<file path="config.mk">
export PLATFORM = sky130hd
export DESIGN_NAME = page_walker
export DESIGN_NICKNAME = d
export VERILOG_FILES = /design/src/rtl/ptw_pkg.sv /design/src/rtl/ptw_rst_sync.sv /design/src/rtl/ptw_addr_gen.sv /design/src/rtl/ptw_leaf_eval.sv /design/src/rtl/page_walker.sv
export SDC_FILE = /design/constraint.sdc
export NUM_CORES = 1
export LEC_CHECK = 0
export BUFFER_PORTS_ARGS = -buffer_cell sky130_fd_sc_hd__buf_4
export CAP_MARGIN = 20
export CORE_AREA = 2 2 153 125
export DETAILED_ROUTE_END_ITERATION = 8
export DIE_AREA = 0 0 155 127
export PLACE_DENSITY = 0.65
export SLEW_MARGIN = 20
export SYNTH_ARGS = -nofsm -noshare
export SYNTH_HDL_FRONTEND = slang
export SYNTH_HIERARCHICAL = 1
export SYNTH_SLANG_ARGS = --single-unit
</file>
<file path="constraint.sdc">
create_clock -name clk -period 4.6 [get_ports clk]
set_clock_uncertainty 0.2 [all_clocks]
set_input_delay 0.69 -clock clk [delete_from_list [all_inputs] [get_ports clk]]
set_output_delay 0.69 -clock clk [all_outputs]
set_load 0.02 [all_outputs]
</file>
<file path="src/rtl/ptw_pkg.sv">
package ptw_pkg;
  typedef enum logic [1:0] {ST_IDLE, ST_READ, ST_WRITE, ST_RESP} walk_state_t;

  localparam logic [1:0] DT_INVALID = 2'd0;
  localparam logic [1:0] DT_TABLE   = 2'd1;
  localparam logic [1:0] DT_LEAF    = 2'd2;

  localparam logic [1:0] ACC_READ  = 2'd0;
  localparam logic [1:0] ACC_WRITE = 2'd1;
  localparam logic [1:0] ACC_EXEC  = 2'd2;

  localparam logic [1:0] FLT_NONE  = 2'd0;
  localparam logic [1:0] FLT_XLATE = 2'd1;
  localparam logic [1:0] FLT_PROT  = 2'd2;

  localparam int REF_BIT = 5;
  localparam int MOD_BIT = 6;
endpackage

</file>
<file path="src/rtl/ptw_rst_sync.sv">
module ptw_rst_sync (
  input  logic clk,
  input  logic rst_n,
  output logic rst_n_sync
);
  logic [1:0] sync_q;

  always_ff @(posedge clk or negedge rst_n) begin
    if (!rst_n) sync_q <= 2'b00;
    else        sync_q <= {sync_q[0], 1'b1};
  end

  assign rst_n_sync = sync_q[1];
endmodule

</file>
<file path="src/rtl/ptw_addr_gen.sv">
module ptw_addr_gen #(
  parameter int ADDR_W = 32,
  parameter int OFF_W  = 12,
  parameter int IDX0_W = 8,
  parameter int IDX1_W = 6,
  parameter int IDX2_W = 6
) (
  input  logic [ADDR_W-OFF_W-1:0] vpn,
  input  logic [1:0]              level,
  input  logic [ADDR_W-1:0]       base,
  output logic [ADDR_W-1:0]       addr
);
  localparam int VPN_W = ADDR_W - OFF_W;

  logic [ADDR_W-1:0] idx_ext [3];
  logic [ADDR_W-1:0] idx_sel;

  assign idx_ext[0] = ADDR_W'(vpn[VPN_W-1 -: IDX0_W]);
  assign idx_ext[1] = ADDR_W'(vpn[IDX2_W +: IDX1_W]);
  assign idx_ext[2] = ADDR_W'(vpn[0 +: IDX2_W]);

  always_comb begin
    case (level)
      2'd0:    idx_sel = idx_ext[0];
      2'd1:    idx_sel = idx_ext[1];
      default: idx_sel = idx_ext[2];
    endcase
  end

  assign addr = base + (idx_sel << 2);
endmodule

</file>
<file path="src/rtl/ptw_leaf_eval.sv">
module ptw_leaf_eval
  import ptw_pkg::*;
(
  input  logic [31:0] desc,
  input  logic [1:0]  acc,
  output logic        allowed,
  output logic [31:0] new_desc,
  output logic        changed
);
  logic [2:0] perm;
  assign perm = desc[4:2];

  always_comb begin
    case (acc)
      ACC_READ:  allowed = perm[2];
      ACC_WRITE: allowed = perm[1];
      ACC_EXEC:  allowed = perm[0];
      default:   allowed = 1'b0;
    endcase
  end

  always_comb begin
    new_desc          = desc;
    new_desc[REF_BIT] = 1'b1;
    if (acc == ACC_WRITE) new_desc[MOD_BIT] = 1'b1;
  end

  assign changed = (new_desc != desc);
endmodule

</file>
<file path="src/rtl/page_walker.sv">
module page_walker
  import ptw_pkg::*;
#(
  parameter int ADDR_W = 32,
  parameter int OFF_W  = 12,
  parameter int IDX0_W = 8,
  parameter int IDX1_W = 6,
  parameter int IDX2_W = 6
) (
  input  logic              clk,
  input  logic              rst_n,
  input  logic              req_valid,
  output logic              req_ready,
  input  logic [ADDR_W-1:0] req_vaddr,
  input  logic [1:0]        req_acc,
  input  logic [ADDR_W-1:0] root_base,
  output logic              mem_req,
  output logic              mem_we,
  output logic [ADDR_W-1:0] mem_addr,
  output logic [31:0]       mem_wdata,
  input  logic              mem_ack,
  input  logic [31:0]       mem_rdata,
  output logic              rsp_valid,
  output logic [1:0]        rsp_fault,
  output logic [1:0]        rsp_level,
  output logic [23:0]       rsp_ppn,
  output logic              rsp_cacheable
);
  localparam int         VPN_W      = ADDR_W - OFF_W;
  localparam logic [1:0] LAST_LEVEL = 2'd2;

  logic              rst_n_int;
  walk_state_t       state_q, state_d;
  logic [1:0]        level_q, level_d;
  logic [VPN_W-1:0]  vpn_q;
  logic [1:0]        acc_q;
  logic [ADDR_W-1:0] base_q, base_d;
  logic [31:0]       wdata_q, wdata_d;
  logic [1:0]        fault_q, fault_d;
  logic [23:0]       ppn_q, ppn_d;
  logic              cach_q, cach_d;
  logic              cap_req;
  logic [ADDR_W-1:0] walk_addr;
  logic [ADDR_W-1:0] next_base;
  logic              leaf_ok;
  logic [31:0]       leaf_new;
  logic              leaf_chg;
  logic              unused_off;

  assign unused_off = ^req_vaddr[OFF_W-1:0];

  ptw_rst_sync u_rst (
    .clk        (clk),
    .rst_n      (rst_n),
    .rst_n_sync (rst_n_int)
  );

  ptw_addr_gen #(
    .ADDR_W (ADDR_W),
    .OFF_W  (OFF_W),
    .IDX0_W (IDX0_W),
    .IDX1_W (IDX1_W),
    .IDX2_W (IDX2_W)
  ) u_addr (
    .vpn   (vpn_q),
    .level (level_q),
    .base  (base_q),
    .addr  (walk_addr)
  );

  ptw_leaf_eval u_leaf (
    .desc     (mem_rdata),
    .acc      (acc_q),
    .allowed  (leaf_ok),
    .new_desc (leaf_new),
    .changed  (leaf_chg)
  );

  assign cap_req   = (state_q == ST_IDLE) && req_valid;
  assign next_base = ADDR_W'({mem_rdata[31:8], 8'h00});

  always_comb begin
    state_d = state_q;
    level_d = level_q;
    base_d  = base_q;
    wdata_d = wdata_q;
    fault_d = fault_q;
    ppn_d   = ppn_q;
    cach_d  = cach_q;
    case (state_q)
      ST_IDLE: begin
        if (req_valid) begin
          state_d = ST_READ;
          level_d = 2'd0;
          base_d  = root_base;
          fault_d = FLT_NONE;
          ppn_d   = '0;
          cach_d  = 1'b0;
        end
      end
      ST_READ: begin
        if (mem_ack) begin
          case (mem_rdata[1:0])
            DT_TABLE: begin
              if (level_q == LAST_LEVEL) begin
                fault_d = FLT_XLATE;
                state_d = ST_RESP;
              end else begin
                level_d = level_q + 2'd1;
                base_d  = next_base;
              end
            end
            DT_LEAF: begin
              if (!leaf_ok) begin
                fault_d = FLT_PROT;
                state_d = ST_RESP;
              end else begin
                ppn_d   = mem_rdata[31:8];
                cach_d  = mem_rdata[7];
                wdata_d = leaf_new;
                state_d = leaf_chg ? ST_WRITE : ST_RESP;
              end
            end
            default: begin
              fault_d = FLT_XLATE;
              state_d = ST_RESP;
            end
          endcase
        end
      end
      ST_WRITE: begin
        if (mem_ack) state_d = ST_RESP;
      end
      default: state_d = ST_IDLE;
    endcase
  end

  always_ff @(posedge clk or negedge rst_n_int) begin
    if (!rst_n_int) begin
      state_q <= ST_IDLE;
      level_q <= 2'd0;
      base_q  <= '0;
      wdata_q <= '0;
      fault_q <= FLT_NONE;
      ppn_q   <= '0;
      cach_q  <= 1'b0;
    end else begin
      state_q <= state_d;
      level_q <= level_d;
      base_q  <= base_d;
      wdata_q <= wdata_d;
      fault_q <= fault_d;
      ppn_q   <= ppn_d;
      cach_q  <= cach_d;
    end
  end

  always_ff @(posedge clk or negedge rst_n_int) begin
    if (!rst_n_int) begin
      vpn_q <= '0;
      acc_q <= ACC_READ;
    end else if (cap_req) begin
      vpn_q <= req_vaddr[ADDR_W-1:OFF_W];
      acc_q <= req_acc;
    end
  end

  assign req_ready     = (state_q == ST_IDLE);
  assign mem_req       = (state_q == ST_READ) || (state_q == ST_WRITE);
  assign mem_we        = (state_q == ST_WRITE);
  assign mem_addr      = walk_addr;
  assign mem_wdata     = wdata_q;
  assign rsp_valid     = (state_q == ST_RESP);
  assign rsp_fault     = fault_q;
  assign rsp_level     = level_q;
  assign rsp_ppn       = ppn_q;
  assign rsp_cacheable = cach_q;
endmodule

</file>
Yosys cells after proc, flatten, opt, wreduce, memory -nomap -nowiden:

Index checks and enable logic that the tools add are counted.

* bits in registers: 119
* input bits: 102

* $add $sub $neg: 2
* equality and inequality tests: 19
* mux-type cells: 36
* reduce and logical (&&, ||, !) cells: 11

Operator list (count)
* $mux W32: 4
* $mux W24: 4
* $pmux W32 S2: 1
* $pmux W24 S2: 1
* $add A32 B10 Y32: 1
* $mux W2: 11
* $pmux W2 S2: 4
* $pmux W8 S2: 1
* $reduce_and A5 Y1: 3
* $eq A2 B2 Y1 const B: 5
* $eq A2 B1 Y1 const B: 4
* $ne A2 B2 Y1 const B: 4
* $reduce_and A4 Y1: 2
* $mux W1: 7
* $logic_not A2 Y1: 3
* $ne A2 B1 Y1 const B: 3
* $ne A3 B3 Y1 const B: 2
* $pmux W2 S3: 1
* $pmux W1 S3: 1
* $add A2 B1 Y2 const B: 1
* $ne A2 B2 Y1: 1
* $pmux W1 S2: 1
* $reduce_bool A2 Y1: 1
* $logic_and A1 B1 Y1: 1
* $logic_or A1 B1 Y1: 1

Longest topological paths before layout:

Gate-level depths: netlist of the first run.

* depth after elaboration: 8
* gate-level depth with buffers: 11
* gate-level depth less buffers: 9

Hierarchy:

The synthesis of the first run kept the hierarchy.

By module, submodules not included
* page_walker: times used 1, cells an instance 404, area an instance 5057.4 um2, sequential area each 2927.8 um2
* ptw_addr_gen: times used 1, cells an instance 120, area an instance 897.1 um2, sequential area each 0.0 um2
* ptw_leaf_eval: times used 1, cells an instance 38, area an instance 281.5 um2, sequential area each 0.0 um2
* ptw_rst_sync: times used 1, cells an instance 3, area an instance 53.8 um2, sequential area each 50.0 um2

Worst setup path after synthesis of the first run:

Ideal clock, no wire load.

* kind: reg2out
* from: register level_q[0] (netlist: rsp_level[0])
* to: output port mem_addr[10]
* data arrival time: 2.862 ns
* data required time: 3.710 ns
* slack: 0.848 ns
* cell stages (with the launch flop): 11
* cell sequence: dfrtp_1 > clkbuf_1 > mux2i_1 > o21ai_0 > ha_1 > fa_1 > a211oi_1 > o21ai_0 > a31o_2 > buf_4 > xor2_1

* word-level cells in the longest chain between the ends: 3

Ends and longest elaborated chain
* start: declaration: line page_walker.sv:34 `logic [1:0] level_q, level_d;`
* start signal: assignment: line page_walker.sv:149 `level_q <= level_d;`
* $eq A2 B1 Y1 / $logic_not A2 Y1 (equally long branches): line ptw_addr_gen.sv:23 `case (level)`
* $pmux W8 S2 *: line ptw_addr_gen.sv:23
* $add A32 B10 Y32 *: line ptw_addr_gen.sv:30 `assign addr = base + (idx_sel << 2);`
* end: declaration: line page_walker.sv:19 `output logic [ADDR_W-1:0] mem_addr,`

Every way passes the cells marked *; elsewhere a longest branch is shown, timed or not.

Worst setup path in the final report of the first run:

* from: register level_q[0] (netlist: rsp_level[0])
* to: output port mem_addr[30]

Same word-level chain as after synthesis.

==> run summary, run 1 <==
The worst setup path is captured at a primary output. The required time of the critical path came out at roughly 3700 ps. The largest net degree at the start of global routing is 55. The maximum vdd drop came out at approximately 490 uV. The worst setup margin is about 390 ps. Synthesis produced about 570 cells. The die is around 160 um wide. STA classifies the critical path startpoint as a flop.

The proportion of synthesized flip-flops having asynchronous set or reset came out at 100%. Once the floorplan was initialized, standard cells occupied a little over a third of the core. In this run the deepest clock path goes through 2 buffers. The cell area that synthesis handed to floorplanning was around 0.0063 mm^2. The total power after layout came out at ~7.3 mW. The starting DRC count in detailed routing came out at 189. Clock-pin slew was measured on the worst setup and hold paths at approximately 60 ps. The final net count came out at 835. The static leakage came out at roughly 3.9 nW.

The number of nets in the synthesized netlist is 683. The vias after detailed routing came out at between 4000 and 5000. The post-synthesis sequential area ratio is 47.3%. Dividing total power by cell area gives a power density of just under 900 mW/mm^2. The core box area is 0.0180 mm^2.

For this run the aggregate overflow at the end of global routing stands at 0. The clock insertion delay at the later pin of the skew report is ~410 ps. The upper clock frequency limit came out at 238 MHz.

The count of clock tree sinks is about 120. OpenSTA, run right after detailed placement, puts the worst setup slack at 650 ps. The wire length of the first global-routing pass came out at around 25000 um. The area overhead of the layout relative to synthesis is 31.3%. In this run the worst hold path is classified as flop to asynchronous set/reset pin. The time the final worst path needs with I/O delays and setup came out at around 4200 ps. Leaving out fill and tap cells, the most frequent cells in the layout are buf_4 (193), dfrtp_1 (117), mux2_2 (63). The CTS buffer count came out at 17. The weighted congestion reported at the end of routability-driven placement came out at between 0.7 and 0.8. The category of the critical setup timing path is flop to primary output. Each instance of the synthesized netlist takes up on average roughly 11 um^2. The transition time at the pin with the least slew margin came out at roughly 930 ps. The area of the die is ~0.02 mm^2. Input and output buffers added on the ports amount to 186. The number of filler instances in the final layout is approximately 1700. The fraction of final layout cells sized beyond drive strength 1 came out at between 40 and 50%. The root buffer cell chosen for the clock tree is clkbuf_16. During I/O placement, the number of pins put on the boundary was between 150 and 200. The maximum fanout count along the critical path came out at 11. In this run the post-CTS setup repair buffer count came out at 0. The number of antenna violations at the first check in global routing is 0. After detailed routing, the average wire length per cell comes to approximately 17 um. The flow ran to the end, and the final reports show no timing, DRC or antenna violations. The max-slew violation total from the final report is 0. The count of nets left with antenna violations once routing finished came out at 0. In this run the core area contains 44 standard-cell rows. Max-cap violations in this run came to 0. In the final timing run, aggregate negative setup slack is 0 ps. The number of warnings reported in the yosys synthesis log came out at 6. The final count of hold timing violations came out at 0. Setup violations remaining at the end of the flow were counted as 0. The total number of H-tree levels is 4. The worst max-slew margin expressed relative to the limit came out at a little under two fifths. Among all flip-flop cells after synthesis, the most frequent one is dfrtp_1.

The aggregate routed wire length came out at around 16000 um. The number of detailed-routing iterations run before antenna repair is 4. The overall die height is between 100 and 150 um. After detailed routing, the number of vias per cell comes to around 4.8. The most frequent standard cell in the layout excluding fill and tap cells is buf_4. Once detailed placement completed, the half-perimeter wirelength came to around 11000 um. Hold timing on the final database bottoms out at a slack of 49.9 ps. After synthesis the netlist holds a flip-flop and latch count of approximately 120.

Setup repair after global routing left no endpoint under its margin. TritonCTS built the clock tree. The worst path uses 91.4% of the clock period.

The number of different library cells used by synthesis comes to 46. At the worst endpoint, the arrival time is approximately 3300 ps. The diode insertion count for antenna repair is 0. The via count of the first global-routing pass was between 4000 and 5000.

The post-route DRC violation count is 0. The count of flip-flops with a built-in enable after synthesis came out at 0. The total track usage is between 10% and 20%.
cells in the mapped netlist, types with 2 or more instances:
| library cell | instances | area, um^2 |
|---|---|---|
| ha_1 | 15 | 188 |
| clkbuf_1 | 13 | 48.8 |
| inv_1 | 32 | 120 |
| o211ai_1 | 2 | 15.0 |
| nor3b_1 | 3 | 22.5 |
| buf_4 | 34 | 255 |
| nand4_1 | 11 | 68.8 |
| o21ai_0 | 10 | 50.1 |
| buf_1 | 4 | 15.0 |
| dfrtp_1 | 119 | 2980 |
| buf_2 | 10 | 50.1 |
| xnor2_1 | 20 | 175 |
| nor3_1 | 3 | 15.0 |
| nand2b_1 | 4 | 25.0 |
| and4_1 | 2 | 17.5 |
| a211oi_1 | 2 | 15.0 |
| nand2_1 | 40 | 150 |
| o21a_1 | 2 | 15.0 |
| mux2_2 | 63 | 709 |
| and2_1 | 2 | 12.5 |
| nand3_1 | 9 | 45.0 |
| o21ai_1 | 2 | 10.0 |
| conb_1 | 2 | 7.51 |
| a21o_1 | 3 | 22.5 |
| a21oi_1 | 32 | 160 |
| nor2_1 | 5 | 18.8 |
| nor2b_1 | 13 | 81.3 |
| a31oi_1 | 26 | 163 |
| xor2_1 | 8 | 70.1 |
| mux2i_1 | 58 | 581 |
area by class of cell:
cell class,count,area [um^2],share of cell area [%]
Sequential cell,119,2980,36.1
Multi-Input combinational cell,353,2830,34.3
Timing Repair Buffer,194,1460,17.7
Clock buffer,21,450,5.45
Tap cell,230,288,3.48
Clock inverter,11,125,1.51
Inverter,32,120,1.45
routing by layer:
metal | wire [um] | part of all wire [%] | up-vias | track usage [%]
met3 | 1130 | 7.1 | 5 | 6.04
met5 | 0 | 0 | - | 0
li1 | - | - | 2247 | -
met2 | 7100 | 45 | 127 | 25.5
met4 | 73 | 0.46 | 0 | 3.59
met1 | 7590 | 48 | 2252 | 23.1
metrics by stage:
stage	utilization (%)	std cells	instance area, um^2
floorplan	-	565	6290
global placement	42.6	927	7670
detailed placement	42.6	927	7670
CTS	45.9	960	8250
global route	45.9	960	8260
finish	45.9	960	8260
state kept, by name, indices dropped and copies added, names as in the netlist:
signal and cells:
acc_q 2, base_q 32, mem_wdata 32, rsp_cacheable 1
rsp_fault 2, rsp_level 2, rsp_ppn 24, state_q 2
u_rst/sync_q 2, vpn_q 20
worst max-delay path, cell delays in order, from the launching register on:
cell	delay (ps)
dfrtp_2	530
mux2i_1	250
o21ai_0	100
ha_1	250
fa_1	440
a211oi_1	260
o21ai_0	170
a31o_2	390
nor3b_1	190
xor2_1	150
buf_4	170
kinds of logic after synthesis:
| group | count (synthesis) | share of synthesized area [%] |
|---|---|---|
| AND/OR/NAND/NOR | 104 | 9.53 |
| buffers and inverters | 93 | 7.78 |
| AO/OA/AOI/OAI | 82 | 7.52 |
| XOR/XNOR | 28 | 3.90 |
| other | 2 | 0.119 |
| multiplexers | 121 | 20.5 |
| flip-flops | 119 | 47.3 |
| adder cells (fa/ha/maj) | 16 | 3.30 |
worst paths after layout:
kind	to	slack, ps	cells past startpoint	startpoint
worst max-delay path	mem_addr[30]	390	10	rsp_level[0]
worst min-delay path	mem_wdata[3]	50	0	u_rst/sync_q[1]
worst max register to register	rsp_ppn[7]	1470	7	state_q[1]
worst min register to register	mem_wdata[3]	50	0	u_rst/sync_q[1]
max in group asynchronous	mem_wdata[15]	3100	1	u_rst/sync_q[1]
min in group clk	u_rst/sync_q[1]	150	0	u_rst/sync_q[0]
what timing repair did:
action                                 CTS  global route
gates resized for setup                  0             2
setup endpoints to repair                0             8
hold buffers                             1             0
endpoints found under the hold margin    2             0
power by group:
part | total, mW | switching (mW) | internal [mW]
Combinational | 4.12 | 2.35 | 1.77
Sequential | 1.84 | 0.338 | 1.50
Clock | 1.30 | 0.491 | 0.812
Total | 7.26 | 3.17 | 4.09
Note: power is estimated with default switching activity, not from simulation.
==> run 2: changes to the inputs <==
--- a/config.mk
+++ b/config.mk
@@ -11,5 +11,7 @@
 export DETAILED_ROUTE_END_ITERATION = 8
 export DIE_AREA = 0 0 155 127
+export GPL_TIMING_DRIVEN = 0
 export PLACE_DENSITY = 0.65
+export RECOVER_POWER = 25
 export SLEW_MARGIN = 20
 export SYNTH_ARGS = -nofsm -noshare
==> constraint.sdc (replaced) <==
create_clock -name clk -period 4.6 [get_ports clk]
set_clock_uncertainty 0.2 [all_clocks]
set_input_delay 0.69 -clock clk [delete_from_list [all_inputs] [get_ports clk]]
set_output_delay 0.69 -clock clk [all_outputs]
set_load 0.01 [all_outputs]
==> run 2 against run 1 <==
The run now ends with capacitance limit, slew limit left. Combinational power fell by 6.6%. Via count rose by 5.0%. Sequential share of layout area fell by 1.3 points. Die area did not move. Worst setup slack got worse by 130 ps. Routed wire length rose by 6.0%. Global-route usage rose by 0.82 points. Critical path type unchanged. Highest routed layer unchanged.
==> run summary, run 2 (synthesized netlist as in run 1, its figures left out) <==
The design internal power is slightly above 4 mW. The clock insertion delay at the later pin of the skew report came out at about 410 ps. The power per unit of standard cell area is 813 mW/mm^2. By startpoint and endpoint, the worst setup path is classified as flop to primary output. The root buffer cell chosen for the clock tree is clkbuf_16. The routed design could run at a clock period as short as between 4000 and 5000 ps. The core box area is 0.0180 mm^2.

Net switching is 41.3% of the power. The overall die height came out at around 130 um. The launching instance or port of the critical path is rsp_level[0].

TritonCTS built the clock tree. The aggregate routed wire length is about 17000 um. The diode insertion count for antenna repair came out at 0. For the pin with the worst max-slew slack, the measured transition is 2750 ps. Summed over all nets, the half-perimeter wirelength after detailed placement is between 10000 and 15000 um. Of the available clock period, the critical path in the final layout requires between 90 and 100%. The detailed router finished its first iteration with just over 300 violations. The number of port buffers came out at between 150 and 200. The top cell types in the final layout, fill and taps aside, are buf_4 (219), dfrtp_1 (119), mux2_2 (63). The final reports fail on capacitance limit, slew limit. Adding up every negative setup slack in the final design gives 0 ps.

The run finished, with violations left. The register clock-pin slew on the reported worst setup and hold paths is around 60 ps. The congestion estimate from routability-driven global placement came to 0.782. The first detailed-routing pass took 4 iterations. The die width is 155 um.

The critical path endpoint category is a primary output. The clock net in this run drives a total of between 100 and 150 sinks. The detail route stage leaves a number of antenna-violating nets equal to 0.

The max-capacitance violation count is 2. The placement-stage cell area came out at around 0.008 mm^2. Global routing consumed, over all layers together, 17.6% of the routing resources.

The number of rows in the core area came out at 44. The area overhead of the layout relative to synthesis is 35.9%. The worst max-slew margin expressed relative to the limit is -83.4%.

The maximum vdd drop came out at roughly 350 uV. The max-slew violation total from the final report came out at 102. After the last flow step, the layout net total stands at 890.

The power share of the sequential group came out at between 20% and 30%. The H-tree generated during clock tree synthesis spans 4 levels. The post-route DRC violation count came out at 0.

The final count of hold timing violations came out at 0. Along the worst path, the maximum fanout reaches 10. The total power after layout is 6.95 mW. Data on the critical path is required at its endpoint by 3710 ps. The area of all placed cells without fillers came out at between 0.008 and 0.009 mm^2. The overflow left after global routing came out at 0. Cells with a size suffix above 1 make up a little over two fifths of the layout. The number of filler instances in the final layout came out at around 1700.

The register area is between 0.002 and 0.003 mm^2. The effective utilization at floorplan is 34.9%. The maximum cell stage delay along the critical path is between 600 and 700 ps. The area of the die is about 0.020 mm^2. The via count of the first global-routing pass came out at around 4900. The final number of setup-violating endpoints is 0. The critical path goes through mux2i_1, o21ai_0, ha_1, fa_1, a211oi_1, o21ai_0, a31o_2, buf_4, nand4_1, xnor2_1, buf_4. The hold slack is 119 ps. The combinational share of power is roughly 55%. Setup repair after global routing left no endpoint under its margin. The maximum root-to-sink buffer count is 2. The top-level I/O count is 199. The number of vias per cell is roughly 4.8. Leaving out fill and tap cells, the most frequent cell in the layout is buf_4. For this design the total switching power over the nets is between 2 and 3 mW.

In this run the worst hold path is classified as flop to asynchronous set/reset pin. On the critical path, the stage with the largest delay is an instance of dfrtp_1. The vias after detailed routing came out at 4863. For the worst setup path, the data arrival time is around 3400 ps. The area of combinational cells with multiple inputs came out at 0.00283 mm^2.

Entering global routing, the biggest net connects between 50 and 60 pins. The static leakage came out at around 4.1 nW. The launch point of the worst reg-to-reg path is u_rst/sync_q[1].

The upper clock frequency limit came out at 231 MHz. Counting the buffers created by CTS gives 17. Dividing the detail-routed wire length by the instance count gives about 17 um. The worst setup path is launched from a flop.

The wire length of the first global-routing pass came out at 26800 um. The number of antenna violations at the first check in global routing was 0. At the end of the flow the core is filled with cells to a little under half. The clock network burns between 15 and 20% of the power.
==> run 2: power by group through the flow <==
stage	logic, mW	registers (mW)	clock network (mW)
2_1_floorplan	2.26	1.87	0
3_3_place_gp	3.81	1.84	0
3_5_place_dp	3.88	1.83	0
4_1_cts	3.91	1.82	1.31
5_1_grt	4.21	1.90	1.35
6_report	3.85	1.83	1.27
==> run 2: worst paths after layout <==
kind                            depth (start not counted)  slack (ps)              end
max in group asynchronous                               1        1020       base_q[25]
worst max-delay path                                   11         270     mem_addr[16]
worst min register to register                          0         120    mem_wdata[11]
min in group clk                                        0         150  u_rst/sync_q[1]
worst max register to register                          1        1020       base_q[25]
worst min-delay path                                    0         120    mem_wdata[11]
==> run 2: area by class of cell <==
type / count / share of cell area (%)
plain buffers: 60 / 4.27
clock buffers: 18 / 5.14
clock inverters: 14 / 1.45
inverters: 32 / 1.40
multi-input cells: 353 / 33.1
flip-flops and latches: 119 / 34.8
well taps: 230 / 3.37
repair buffers: 189 / 16.5
==> run 2: worst max-delay path: cells and delay by family, from the launching register on <==
kind                       cells  cell delay, ps
and+or+nand+nor                1             120
DFF                            1             630
muxes                          1             240
buffers and inverters          2             330
AOI/OAI and AO/OA              4             870
xor gates and xnor gates       1             130
adders and majority gates      2             700
==> run 2: layer usage <==
metal	global-route usage [%]	share of wire (%)	wire [um]
met1	24.2	47	7970
met2	26.5	45	7540
met3	5.60	6.7	1130
met4	5.23	1.2	197
met5	0	0	0
==> run 2: what timing repair did <==
item	4_1_cts	5_1_grt
hold buffers	1	0
resized for setup	1	0
pin swaps	0	0
hold endpoints to repair	2	0
buffers inserted	0	0
endpoints found under the setup margin	1	13
==> run 2: metrics by stage <==
step	instances	setup WS, ps
2_1_floorplan	565	839
3_3_place_gp	981	-820
3_5_place_dp	983	418
4_1_cts	1016	16.9
5_1_grt	1015	41.6
6_report	1015	268
